$ cat src/rtl/uft_pkg.sv
package uft_pkg;

    typedef enum logic [1:0] {
        ST_IDLE  = 2'd0,
        ST_SEND  = 2'd1,
        ST_BREAK = 2'd2,
        ST_GUARD = 2'd3
    } uft_state_e;

    localparam logic [2:0] PAR_NONE  = 3'd0;
    localparam logic [2:0] PAR_EVEN  = 3'd1;
    localparam logic [2:0] PAR_ODD   = 3'd2;
    localparam logic [2:0] PAR_MARK  = 3'd3;
    localparam logic [2:0] PAR_SPACE = 3'd4;

    localparam logic [1:0] STOP_ONE  = 2'd0;
    localparam logic [1:0] STOP_HALF = 2'd1;

    localparam int MIN_DATA = 5;

endpackage

$ cat src/rtl/uft_frame_build.sv
module uft_frame_build
    import uft_pkg::*;
#(
    parameter int DATA_W = 8,
    parameter int FW     = DATA_W + 2,
    parameter int HW     = 6
) (
    input  logic [DATA_W-1:0] data,
    input  logic [1:0]        len_sel,
    input  logic [2:0]        par_sel,
    input  logic [1:0]        stop_sel,
    output logic [FW-1:0]     frame,
    output logic [HW-1:0]     halves
);

    int   nb;
    int   stop_h;
    logic acc;
    logic has_par;
    logic pval;

    always_comb begin
        nb = MIN_DATA + int'(len_sel);
        if (nb > DATA_W) nb = DATA_W;

        acc = 1'b0;
        for (int i = 0; i < DATA_W; i++) begin
            if (i < nb) acc = acc ^ data[i];
        end

        case (par_sel)
            PAR_EVEN:  begin has_par = 1'b1; pval = acc;  end
            PAR_ODD:   begin has_par = 1'b1; pval = ~acc; end
            PAR_MARK:  begin has_par = 1'b1; pval = 1'b1; end
            PAR_SPACE: begin has_par = 1'b1; pval = 1'b0; end
            default:   begin has_par = 1'b0; pval = 1'b0; end
        endcase

        // line levels in send order; unused upper bits stay high (stop)
        frame    = '1;
        frame[0] = 1'b0;
        for (int i = 0; i < DATA_W; i++) begin
            if (i < nb) frame[i+1] = data[i];
        end
        for (int j = MIN_DATA; j <= DATA_W; j++) begin
            if (has_par && (j == nb)) frame[j+1] = pval;
        end

        case (stop_sel)
            STOP_ONE:  stop_h = 2;
            STOP_HALF: stop_h = (nb == MIN_DATA) ? 3 : 4;
            default:   stop_h = 4;
        endcase

        halves = HW'(2 * (1 + nb + int'(has_par)) + stop_h);
    end

endmodule

$ cat src/rtl/uft_cts_gate.sv
module uft_cts_gate #(
    parameter int OVR_MAX = 2
) (
    input  logic clk,
    input  logic rst_n,
    input  logic cts_n,
    input  logic take,
    output logic ok
);

    localparam int CW = $clog2(OVR_MAX + 1);

    logic [CW-1:0] cnt_d, cnt_q;

    always_comb begin
        cnt_d = cnt_q;
        if (!cts_n) begin
            cnt_d = '0;
        end else if (take && (cnt_q < CW'(OVR_MAX))) begin
            cnt_d = cnt_q + 1'b1;
        end
        ok = !cts_n || (cnt_q < CW'(OVR_MAX));
    end

    always_ff @(posedge clk or negedge rst_n) begin
        if (!rst_n) cnt_q <= '0;
        else        cnt_q <= cnt_d;
    end

endmodule

$ cat src/rtl/uft_seq.sv
module uft_seq
    import uft_pkg::*;
#(
    parameter int FW           = 10,
    parameter int HW           = 6,
    parameter int GUARD_HALVES = 2
) (
    input  logic          clk,
    input  logic          rst_n,
    input  logic          half_tick,
    input  logic          take,
    input  logic          brk_start,
    input  logic          brk_stop,
    input  logic [FW-1:0] frame_in,
    input  logic [HW-1:0] halves_in,
    output logic          txd,
    output logic          busy,
    output logic          brk_active,
    output logic          idle_free
);

    typedef struct packed {
        uft_state_e     st;
        logic [FW-1:0]  sh;
        logic [HW-1:0]  left;
        logic           phase;
        logic           brk_req;
    } seq_t;

    seq_t d, q;

    always_comb begin
        d         = q;
        d.brk_req = (q.brk_req | brk_start) & ~brk_stop;

        case (q.st)
            ST_IDLE: begin
                if (q.brk_req) begin
                    d.st = ST_BREAK;
                end else if (take) begin
                    d.st    = ST_SEND;
                    d.sh    = frame_in;
                    d.left  = halves_in;
                    d.phase = 1'b0;
                end
            end
            ST_SEND: begin
                if (half_tick) begin
                    d.left  = q.left - 1'b1;
                    d.phase = ~q.phase;
                    if (q.phase) d.sh = {1'b1, q.sh[FW-1:1]};
                    if (q.left == HW'(1)) d.st = ST_IDLE;
                end
            end
            ST_BREAK: begin
                if (!q.brk_req) begin
                    d.st   = ST_GUARD;
                    d.left = HW'(GUARD_HALVES);
                end
            end
            default: begin
                if (half_tick) begin
                    d.left = q.left - 1'b1;
                    if (q.left == HW'(1)) d.st = ST_IDLE;
                end
            end
        endcase

        case (q.st)
            ST_SEND:  txd = q.sh[0];
            ST_BREAK: txd = 1'b0;
            default:  txd = 1'b1;
        endcase
        busy       = (q.st != ST_IDLE);
        brk_active = (q.st == ST_BREAK);
        idle_free  = (q.st == ST_IDLE) && !q.brk_req && !brk_start;
    end

    always_ff @(posedge clk or negedge rst_n) begin
        if (!rst_n) begin
            q <= '{st: ST_IDLE, sh: '1, left: '0, phase: 1'b0, brk_req: 1'b0};
        end else begin
            q <= d;
        end
    end

endmodule

$ cat src/rtl/uart_frame_tx.sv
module uart_frame_tx #(
    parameter int DATA_W       = 8,
    parameter int OVR_MAX      = 2,
    parameter int GUARD_HALVES = 2
) (
    input  logic              clk,
    input  logic              rst_n,
    input  logic              half_tick,
    input  logic              byte_valid,
    output logic              byte_ready,
    input  logic [DATA_W-1:0] byte_data,
    input  logic              cts_n,
    input  logic [1:0]        cfg_len,
    input  logic [2:0]        cfg_par,
    input  logic [1:0]        cfg_stop,
    input  logic              brk_start,
    input  logic              brk_stop,
    output logic              txd,
    output logic              busy,
    output logic              brk_active
);

    localparam int FW = DATA_W + 2;
    localparam int HW = $clog2(2 * FW + 5);

    logic [FW-1:0] frame_w;
    logic [HW-1:0] halves_w;
    logic          cts_ok;
    logic          idle_free;
    logic          take;

    assign byte_ready = idle_free & half_tick & cts_ok;
    assign take       = byte_valid & byte_ready;

    uft_frame_build #(.DATA_W(DATA_W), .FW(FW), .HW(HW)) u_build (
        .data     (byte_data),
        .len_sel  (cfg_len),
        .par_sel  (cfg_par),
        .stop_sel (cfg_stop),
        .frame    (frame_w),
        .halves   (halves_w)
    );

    uft_cts_gate #(.OVR_MAX(OVR_MAX)) u_cts (
        .clk   (clk),
        .rst_n (rst_n),
        .cts_n (cts_n),
        .take  (take),
        .ok    (cts_ok)
    );

    uft_seq #(.FW(FW), .HW(HW), .GUARD_HALVES(GUARD_HALVES)) u_seq (
        .clk        (clk),
        .rst_n      (rst_n),
        .half_tick  (half_tick),
        .take       (take),
        .brk_start  (brk_start),
        .brk_stop   (brk_stop),
        .frame_in   (frame_w),
        .halves_in  (halves_w),
        .txd        (txd),
        .busy       (busy),
        .brk_active (brk_active),
        .idle_free  (idle_free)
    );

endmodule

$ cat config.mk
export PLATFORM = sky130hd
export DESIGN_NAME = uart_frame_tx
export DESIGN_NICKNAME = d
export VERILOG_FILES = /design/src/rtl/uft_pkg.sv /design/src/rtl/uft_frame_build.sv /design/src/rtl/uft_cts_gate.sv /design/src/rtl/uft_seq.sv /design/src/rtl/uart_frame_tx.sv
export SDC_FILE = /design/constraint.sdc
export NUM_CORES = 1
export LEC_CHECK = 0
export ABC_CLOCK_PERIOD_IN_PS = 2100
export BUFFER_PORTS_ARGS = -buffer_cell sky130_fd_sc_hd__buf_2
export CAP_MARGIN = 20
export CELL_PAD_IN_SITES_DETAIL_PLACEMENT = 1
export CELL_PAD_IN_SITES_GLOBAL_PLACEMENT = 1
export CORE_UTILIZATION = 43
export DETAILED_ROUTE_END_ITERATION = 10
export PLACE_DENSITY_LB_ADDON = 0.1
export SETUP_SLACK_MARGIN = 0.4
export SLEW_MARGIN = 15
export SYNTH_ARGS = -nofsm -noshare
export SYNTH_HDL_FRONTEND = slang
export SYNTH_SLANG_ARGS = --single-unit
$ cat constraint.sdc
create_clock -name clk -period 2.1 [get_ports clk]
set_input_delay 0 -clock clk [delete_from_list [all_inputs] [get_ports clk]]
set_output_delay 0 -clock clk [all_outputs]
set_load 0.01 [all_outputs]
==> results of run 1 <==
-- final cells by class --
| class | count | area [sq um] |
|---|---|---|
| well taps | 48 | 60.1 |
| multi-input cells | 146 | 1180 |
| flip-flops and latches | 21 | 538 |
| repair buffers | 51 | 373 |
| clock buffers | 3 | 41.3 |
| fillers | 450 | 1470 |
| inverters | 19 | 71.3 |
| clock inverters | 1 | 5.00 |
-- logic make-up after synthesis --
group | Yosys count | share of synthesized area, %
compound gates | 53 | 22.2
simple gates | 70 | 22.9
fa+ha+maj | 13 | 10.4
buf+inv | 27 | 6.61
flops | 21 | 31.6
mux | 2 | 1.25
xor+xnor | 7 | 4.99
-- cells in the mapped netlist (all sizes together), types with 3 or more instances --
cell type | n | area (sq um)
nor2 | 18 | 67.6
inv | 19 | 71.3
nor2b | 4 | 25.0
nand4 | 5 | 37.5
o221ai | 3 | 26.3
nand3 | 4 | 20.0
a31oi | 4 | 25.0
o21ai | 12 | 60.1
a21oi | 18 | 113
buf | 6 | 33.8
dfstp | 10 | 263
ha | 11 | 138
nor3 | 4 | 20.0
nand2 | 17 | 63.8
dfrtp | 11 | 275
xnor2 | 4 | 42.6
-- metal layers --
metal / up-vias / GRT usage [%]
met4: 0 / 5.56
met3: 6 / 4.05
li1: 783 / -
met5: - / 0
met1: 863 / 30.7
met2: 52 / 46.7
-- where the power goes --
group | switching (mW) | internal, mW
combinational | 0.709 | 0.560
sequential | 0.152 | 0.626
clock | 0.148 | 0.133
-- how the worst min path moves through the flow --
stage,end,start,cells after the start,slack [ps]
6_report,u_seq.q[0]$_DFF_PN0_,brk_start,3,20
5_1_grt,u_seq.q[0]$_DFF_PN0_,brk_start,3,60
4_1_cts,u_seq.q[0]$_DFF_PN0_,brk_start,3,10
3_5_place_dp,u_seq.q[1]$_DFFE_PN0P_,rst_n,1,-6
3_3_place_gp,u_seq.q[1]$_DFFE_PN0P_,rst_n,1,-20
2_1_floorplan,u_cts.cnt_q[0]$_DFFE_PN0P_,rst_n,0,-300
-- flip-flops by register name (all words and copies together), names as in the netlist --
| name | count |
|---|---|
| u_cts.cnt_q | 2 |
| u_seq.q | 19 |
-- what timing repair did --
action                                 4_1_cts  5_1_grt
cloned                                       0        1
gates resized for setup                     19       12
setup endpoints to repair                   14       17
pin swaps                                    7        5
buffers inserted                             6        3
endpoints found under the hold margin       18        0
hold buffers                                 7        0
-- worst register-to-register path: stages, from the launching register on --
cell and delay, ps:
dfrtp_1 420, buf_4 220, or2_2 380, nor3b_1 210
a21oi_1 90, o32a_1 290, o21ai_0 90, a21oi_1 80
==> run_results.csv, run 1 <==
group,metric,value,unit
setup_path,end_kind,"register",
floorplan,core,3740,sq um
yosys,yosysWarnings,0,
routing,wl_met2,2.72,mm
sta,setup_viol,0,
sta,setup-tns-final,0,ps
setup_path,crit_path_end,"u_seq.q[5]$_DFFE_PN0P_",
yosys,syn_nets,228,
layout,antennaDiodeCount,0,
floorplan,rows,22,
layout,fin_util,60.6,%
setup_path,required,2250,ps
yosys,ys_seq_elements,21,
routing,wl_met3,216,um
setup_path,arrival,2030,ps
yosys,async_flop_share,100,%
status,status,"finished, final reports clean",
routing,top_layer,"met4",
floorplan,die_height,65.0,um
worst_hold_path,hp-class,"in -> reg",
global_route,grt_max_degree,22,
floorplan,initial_core_util,45.5,%
layout,fin_cells,289,
power_and_ir_drop,fin_total_pwr,2.33,mW
sta,rsz0062_at_grt,"true",
sta,final-hold-violation-count,0,
setup_path,path_class,"in -> reg",
yosys,synthDistinctLibCells,57,
placed_design,dp.cells,268,
setup_path,worst_r2r_endpoint,"u_seq.q[15]$_DFFE_PN1P_",
setup_path,crit-reg2reg-launch,"u_seq.q[17]$_DFFE_PN0P_",
power_and_ir_drop,power_density,1030,nW/um^2
routing,route.detailed.drc,0,
yosys,synth_seq_area_share,31.6,%
setup_path,crit_fanout,2,
setup_path,critPathSlowestCell,"fa_1",
floorplan,die_w,65.0,um
run,maxCapViolCount,0,
sta,timing.final.crit_share,89.3,%
routing,first_iter_violations,74,
setup_path,cp_common_cell,"inv_2",
routing,antenna_left,0,
clock_network,cts_max_path_buffers,2,
layout,mostFrequentLayoutCells,"23 x buf_2, 17 x inv_1, 17 x nand2_1",
placed_design,portBuffers,25,
global_route,track_usage,25.4,%
global_route,overflow,0,
power_and_ir_drop,ir_drop,0.697,mV
routing,num_vias,1704,
layout,synthToLayoutAreaGrowth,33.2,%
setup_path,startpoint_type,"input pin",
clock_network,cts.clk_slew.worst_paths,90,ps
setup_path,worst-path-buf-inv,4,
placed_design,post-place-ws,-124,ps
placed_design,dpl_cell_area,1950,sq um
routing,met1_length,2.11,mm
yosys,synth_area,1700,sq um
placed_design,dp_hpwl,3.60,mm
clock_network,cts_root_buf,"clkbuf_8",
setup_path,worst-r2r-cell-count,7,
setup_path,crit_path_start,"cfg_par[0]",
layout,post-route-cell-area,2270,sq um
sta,worst_slew_pin_slew,484,ps
power_and_ir_drop,p_leak,0.999,nW
yosys,synth_flop_cell,"dfrtp_1",
setup_path,slowest_delay,510,ps
global_route,antenna_found_initial,0,
sta,clock_skew,8.21,ps
global_route,grt_first_pass_wirelength,8.22,mm
routing,wl_per_cell,17.7,um
sta,period_minus_slack,1870,ps
clock_network,worstSkewPairLatency,270,ps
yosys,synth_edf_count,0,
floorplan,die_area,4220,sq um
clock_network,cts_num_sinks,21,
setup_path,r2r_slack,240,ps
routing,finalWirelength,5.12,mm
sta,fin_worst_hold_slack,16.9,ps
clock_network,cts_buffers,3,
setup_path,critical_path_depth,12,
sta,finalMaxSlewViolations,0,
sta,fin_ws,225,ps
floorplan,ioPinCount,26,
routing,vias_per_cell,5.90,
global_route,first_global_vias,1731,
placed_design,gp_congestion,0.835,
layout,nets,277,
yosys,synthCells,193,
yosys,avgSynthCellArea,8.83,sq um
sta,slew_headroom,67.7,%
layout,final_common_cell,"buf_2",
setup_path,path_cells,"buf_8 -> nor2_4 -> xnor2_2 -> inv_1 -> ha_2 -> inv_2 -> fa_1 -> inv_2 -> fa_2 -> xnor2_1 -> a21o_1 -> a222oi_1",
clock_network,htreeDepth,1,
sta,max_freq,533,MHz
clock_network,cts_tree,"done",
layout,drive_gt1_share,38.6,%
routing,drt_pass1_iterations,4,
setup_path,crit_family,"adder cells",
Note: power is estimated with default switching activity, not from simulation.
==> run 2, diff against run 1 <==
- CORE_UTILIZATION: 43 -> 42
- SYNTH_HIERARCHICAL: default -> 1
==> run 2 against run 1 <==
  * Flip-flop and latch count stayed put
  * Wire length decreased by 22%
  * Critical path depth is 3 lower
  * Largest cell class unchanged
  * Non-clock buffer count decreased by 3
  * Clock skew fell by 6.3 ps
  * Utilization fell by 3.3 points
  * Register-to-register slack lost 180 ps
  * Total power is 19% lower
  * Final cell count decreased by 6.2%
  * Clock power fell by 5%
  * Sequential power shrank 3.5%
  * Critical endpoint is now u_seq/q[15]$_DFFE_PN1P_
==> run_results.csv, run 2 <==
group,metric,value,unit
status,status,"finished, final reports clean",
floorplan,core,3660,sq um
yosys,ys_seq_elements,21,
floorplan,rows,22,
setup_path,crit-reg2reg-launch,"u_seq/q[17]$_DFFE_PN0P_",
clock_network,cts_max_path_buffers,2,
global_route,grt_max_degree,22,
routing,antenna_left,0,
clock_network,cts.clk_slew.worst_paths,80,ps
routing,finalWirelength,4.00,mm
layout,regMostFlops,"u_seq/q",
yosys,synth_seq_area_share,33.6,%
sta,final-hold-violation-count,0,
layout,mostFrequentLayoutCells,"23 x buf_2, 21 x nor2_1, 19 x a21oi_1",
placed_design,dpl_cell_area,1860,sq um
setup_path,worst_r2r_endpoint,"u_seq/q[15]$_DFFE_PN1P_",
setup_path,crit_path_start,"u_seq/q[17]$_DFFE_PN0P_",
layout,synthToLayoutAreaGrowth,31.2,%
run,maxCapViolCount,0,
yosys,avgSynthCellArea,8.74,sq um
yosys,async_flop_share,100,%
global_route,grt_first_pass_wirelength,6.24,mm
floorplan,ioPinCount,26,
layout,drive_gt1_share,35.0,%
routing,num_vias,1409,
setup_path,arrival,2220,ps
yosys,synth_area,1600,sq um
layout,reg_top3,"u_seq/q: 19 flops, u_cts/cnt_q: 2 flops",
yosys,synthTopCellsByArea,"dfrtp_1 17%, dfstp_2 16%, ha_1 8.6%",
yosys,synth_edf_count,0,
layout,fillCellCount,423,
floorplan,initial_core_util,43.7,%
yosys,synthDistinctLibCells,43,
clock_network,cts_buffers,3,
power_and_ir_drop,ir_drop,0.427,mV
setup_path,crit_path_end,"u_seq/q[15]$_DFFE_PN1P_",
routing,first_iter_violations,29,
sta,clock_skew,1.89,ps
placed_design,portBuffers,25,
yosys,yosys-top-cells-count,"25 x nor2_1, 21 x a21oi_1, 14 x inv_1",
yosys,netlist.area_leader.share,17.2,%
yosys,yosysTopAreaCell,"dfrtp_1",
sta,max_freq,491,MHz
clock_network,cts_tree,"done",
sta,finalMaxSlewViolations,0,
placed_design,dp_hpwl,2.83,mm
global_route,first_global_vias,1444,
yosys,synthCells,183,
worst_hold_path,hp-class,"in -> reg",
routing,wl_per_cell,14.8,um
floorplan,die_w,63.7,um
sta,worst_slew_pin_slew,519,ps
layout,post-route-cell-area,2100,sq um
clock_network,htreeDepth,1,
placed_design,gp_congestion,0.832,
global_route,antenna_found_initial,0,
global_route,overflow,0,
setup_path,r2r_slack,60,ps
yosys,yosysWarnings,6,
layout,largest_reg_flops,19,
yosys,synth_flop_cell,"dfrtp_1",
setup_path,required,2280,ps
yosys,yosysMostFrequentCell,"nor2_1",
power_and_ir_drop,power_density,902,nW/um^2
clock_network,cts_root_buf,"clkbuf_8",
setup_path,path_class,"reg -> reg",
sta,rsz0062_at_grt,"true",
clock_network,cts_num_sinks,21,
setup_path,end_kind,"register",
layout,nets,259,
floorplan,die_height,63.7,um
setup_path,worst-r2r-cell-count,9,
routing,vias_per_cell,5.20,
sta,setup-tns-final,0,ps
setup_path,crit_fanout,10,
yosys,syn_nets,218,
floorplan,die_area,4060,sq um
global_route,track_usage,19.5,%
sta,period_minus_slack,2040,ps
layout,antennaDiodeCount,0,
power_and_ir_drop,p_leak,0.929,nW
layout,final_common_cell,"buf_2",
sta,slew_headroom,64.9,%
routing,route.detailed.drc,0,
clock_network,worstSkewPairLatency,260,ps
sta,setup_viol,0,
sta,timing.final.crit_share,97.0,%
routing,drt_pass1_iterations,4,
setup_path,startpoint_type,"register",
## run 2: changes by cell type after synthesis, moves of 5 or more
cell      delta
clkbuf_1     +5
inv_1        -5
nand2_1      -9
nor2_1       +7
mux2i_1     +10
a21oi_1      +5
## run 2: metrics by stage
| step | power [mW] | util, % | setup slack [ps] | hold WS (ps) | cells |
|---|---|---|---|---|---|
| after CTS | 1.81 | 54.0 | 139 | 6.72 | 264 |
| after global routing | 2.04 | 57.3 | -39.1 | 5.05 | 271 |
| after floorplan | 1.29 | - | 39.7 | -296 | 183 |
| final | 1.89 | 57.3 | 63.0 | 9.06 | 271 |
| after global placement | 1.45 | 50.9 | -75.8 | -20.0 | 255 |
| after detailed placement | 1.52 | 50.9 | -122 | -14.3 | 255 |
## run 2: power breakdown
part	switching [mW]	internal (mW)	total (mW)
Combinational	0.461	0.415	0.876
Sequential	0.121	0.629	0.751
Clock	0.134	0.132	0.266
## run 2: logic make-up after synthesis
group / share of synthesized area (%)
flops: 33.6
other cells: 0.235
fa+ha+maj: 11.1
buf+inv: 6.65
mux: 6.89
simple gates: 19.8
compound gates: 15.9
xor+xnor: 5.79
## run 2: critical path, stage by stage, from the launching register on
cell and delay (ps):
dfrtp_1 410, nor2_4 150, inv_4 50, nor3_4 120, and4_4 260, or3b_4 400, a21oi_4 230, buf_12 150
nor2_1 40, a21oi_1 150
## run 2: repair_timing
action | 4_1_cts | 5_1_grt
buffers inserted | 2 | 6
pin swaps | 5 | 4
hold buffers | 3 | 0
resized for setup | 7 | 13
gates cloned | 0 | 1
setup endpoints to repair | 14 | 17
hold endpoints to repair | 12 | 0
## run 2: how the worst min path moves through the flow
stage / start / end / slack (ps) / depth (start not counted)
CTS: cts_n / u_cts/cnt_q[1]$_DFFE_PN0P_ / 7 / 2
global route: cts_n / u_cts/cnt_q[1]$_DFFE_PN0P_ / 5 / 2
floorplan: rst_n / u_cts/cnt_q[0]$_DFFE_PN0P_ / -300 / 0
detailed placement: rst_n / u_cts/cnt_q[0]$_DFFE_PN0P_ / -10 / 1
finish: cts_n / u_cts/cnt_q[1]$_DFFE_PN0P_ / 9 / 2
global placement: rst_n / u_seq/q[1]$_DFFE_PN0P_ / -20 / 1
## run 2: cell type report
type | count | area (sq um) | area share (%)
Clock inverter | 1 | 5.00 | 0.239
Sequential cell | 21 | 538 | 25.6
Multi-Input combinational cell | 136 | 1040 | 49.6
Clock buffer | 3 | 41.3 | 1.97
Timing Repair Buffer | 48 | 359 | 17.1
Inverter | 14 | 55.1 | 2.62
Tap cell | 48 | 60.1 | 2.86
## run 2: routing by layer
layer | part of all wire (%) | routed length (um) | track usage [%] | vias to the layer above
met1 | 44 | 1750 | 23.3 | 685
met4 | 0.42 | 17 | 2.84 | 0
met5 | 0 | 0 | 0 | -
met2 | 53 | 2140 | 36.7 | 20
met3 | 2.3 | 94 | 3.26 | 2
li1 | - | - | - | 702
==> run 3, diff against run 2 <==
- CELL_PAD_IN_SITES_GLOBAL_PLACEMENT: 1 -> 2
- CORE_UTILIZATION: 42 -> 34
- HOLD_SLACK_MARGIN: default -> 0.1
==> run 3 against run 2 <==
  * Utilization shrank 9.1 points
  * Final cell count grew 3.7%
  * The run now ends with design-rule violations left
  * Flip-flop and latch count is the same
  * Die area grew 23%
  * Clock power grew 2%
  * Global-route usage shrank 2.1 points
  * Sequential share of layout area shrank 0.45 points
  * Critical path type unchanged
  * Register-to-register slack gained 80 ps
  * First-iteration DRC count grew 66%
  * Clock-buffer cell count is the same
==> run_results.csv, run 3 (synthesis gave the netlist of run 2 again) <==
group,metric,value,unit
status,status,"finished with violations",
status,violations,"design-rule violations",
global_route,grt_first_pass_wirelength,6.84,mm
worst_hold_path,min_to,"u_seq/q[4]$_DFFE_PN0P_",
placed_design,dpl_cell_area,1870,sq um
setup_path,end_kind,"register",
setup_path,startpoint_type,"register",
routing,wl_met2,2.20,mm
worst_hold_path,min_from,"half_tick",
power_and_ir_drop,internal_power,1.16,mW
floorplan,ioPinCount,26,
clock_network,cts_num_sinks,21,
setup_path,r2r_slack,140,ps
routing,wl_met3,110,um
floorplan,rows,24,
power_and_ir_drop,power_frac_comb,44.8,%
setup_path,arrival,2140,ps
layout,largest_reg_flops,19,
routing,antenna_left,0,
layout,regMostFlops,"u_seq/q",
power_and_ir_drop,p_sw,682,uW
clock_network,cts_buffers,3,
power_and_ir_drop,p_leak,0.945,nW
floorplan,core,4440,sq um
sta,finalMaxSlewViolations,0,
clock_network,cts_tree,"done",
sta,clock_skew,5.25,ps
setup_path,path_class,"reg -> reg",
sta,max_freq,511,MHz
global_route,track_usage,17.4,%
routing,drt_pass1_iterations,7,
worst_hold_path,min_path_cells,3,
layout,post-route-cell-area,2140,sq um
sta,fin_worst_hold_slack,132,ps
clock_network,cts_root_buf,"clkbuf_8",
floorplan,die_w,70.6,um
sta,fin_ws,142,ps
power_and_ir_drop,swShare,37.0,%
sta,period_minus_slack,1960,ps
global_route,grt_max_degree,22,
routing,route.detailed.drc,6,
routing,wl_per_cell,14.4,um
floorplan,die_area,4980,sq um
clock_network,worstSkewPairLatency,260,ps
routing,met1_length,1.73,mm
routing,num_vias,1459,
layout,mostFrequentLayoutCells,"23 x buf_2, 22 x nor2_1, 20 x a21oi_1",
layout,nets,265,
setup_path,crit_fanout,20,
setup_path,worst-r2r-cell-count,9,
power_and_ir_drop,ir_drop,0.402,mV
sta,setup_viol,0,
setup_path,required,2280,ps
routing,finalWirelength,4.05,mm
placed_design,gp_congestion,0.822,
layout,drive_gt1_share,33.2,%
worst_hold_path,hp-class,"in -> reg",
placed_design,post-place-ws,-129,ps
floorplan,initial_core_util,36.0,%
sta,final-hold-violation-count,0,
global_route,first_global_vias,1522,
layout,antennaDiodeCount,0,
power_and_ir_drop,fin_total_pwr,1.84,mW
clock_network,cts.clk_slew.worst_paths,80,ps
setup_path,crit-reg2reg-launch,"u_seq/q[17]$_DFFE_PN0P_",
layout,synthToLayoutAreaGrowth,33.9,%
routing,first_iter_violations,48,
placed_design,portBuffers,25,
power_and_ir_drop,power_density,860,nW/um^2
global_route,overflow,0,
run,maxCapViolCount,0,
sta,setup-tns-final,0,ps
sta,timing.final.crit_share,93.2,%
power_and_ir_drop,pwr-share-seq,40.5,%
placed_design,dp_hpwl,2.99,mm
clock_network,htreeDepth,1,
layout,final_common_cell,"buf_2",
routing,vias_per_cell,5.19,
floorplan,die_height,70.6,um
power_and_ir_drop,power.share.clock,14.7,%
global_route,antenna_found_initial,0,
routing,top_layer,"met4",
layout,reg_top3,"u_seq/q: 19 flops, u_cts/cnt_q: 2 flops",
setup_path,worst_r2r_endpoint,"u_seq/q[11]$_DFFE_PN1P_",
sta,rsz0062_at_grt,"true",
clock_network,cts_max_path_buffers,2,
==> run 3: cell type report <==
| class | instances | area (sq um) |
|---|---|---|
| timing repair buffer | 54 | 412 |
| sequential | 21 | 539 |
| clock inverter | 1 | 5.00 |
| tap | 52 | 65.1 |
| clock buffer | 3 | 41.3 |
| multi-input combinational | 136 | 1030 |
| inverter | 14 | 52.6 |
| fill | 529 | 2300 |
==> run 3: layer usage <==
layer / global-route usage (%) / vias to the layer above
met5: 0 / -
met4: 2.67 / 0
met3: 3.13 / 2
met2: 33.8 / 17
met1: 20.3 / 727
li1: - / 713
==> run 3: metrics by stage <==
step | cells | util, %
floorplan | 183 | -
global placement | 259 | 42.1
detailed placement | 259 | 42.1
CTS | 276 | 46.5
global route | 281 | 48.2
finish | 281 | 48.2
==> run 3: timing repair <==
| item | CTS | global route |
|---|---|---|
| hold buffers | 10 | 0 |
| endpoints found under the hold margin | 30 | 0 |
| setup buffers | 3 | 5 |
| gates resized for setup | 7 | 12 |
| pin swaps | 5 | 5 |
| setup endpoints to repair | 15 | 16 |
==> run 3: power by group through the flow <==
stage	combinational, mW	sequential, mW	clock [mW]
floorplan	0.581	0.712	0
CTS	0.802	0.742	0.281
detailed placement	0.762	0.750	0
global route	0.925	0.767	0.309
finish	0.825	0.745	0.271
global placement	0.723	0.734	0
==> run 3: worst max-delay path, stage by stage, from the launching register on <==
cell and delay, ps:
dfrtp_1 410, nor2_4 140, inv_2 60, nor3_4 120, and4_4 240, or3b_1 360, a21oi_2 180, buf_12 160
nor2_1 50, a21oi_1 140
==> run 3: worst max-delay path by stage <==
stage | from | endpoint | slack, ps | depth (start not counted)
floorplan | cfg_par[1] | u_seq/q[6]$_DFFE_PN0P_ | 40 | 11
global placement | cfg_par[1] | u_seq/q[6]$_DFFE_PN0P_ | -80 | 12
detailed placement | cfg_par[1] | u_seq/q[6]$_DFFE_PN0P_ | -130 | 12
CTS | u_seq/q[17]$_DFFE_PN0P_ | u_seq/q[11]$_DFFE_PN1P_ | 120 | 9
global route | u_seq/q[17]$_DFFE_PN0P_ | u_seq/q[8]$_DFFE_PN1P_ | 30 | 9
finish | u_seq/q[17]$_DFFE_PN0P_ | u_seq/q[11]$_DFFE_PN1P_ | 140 | 9
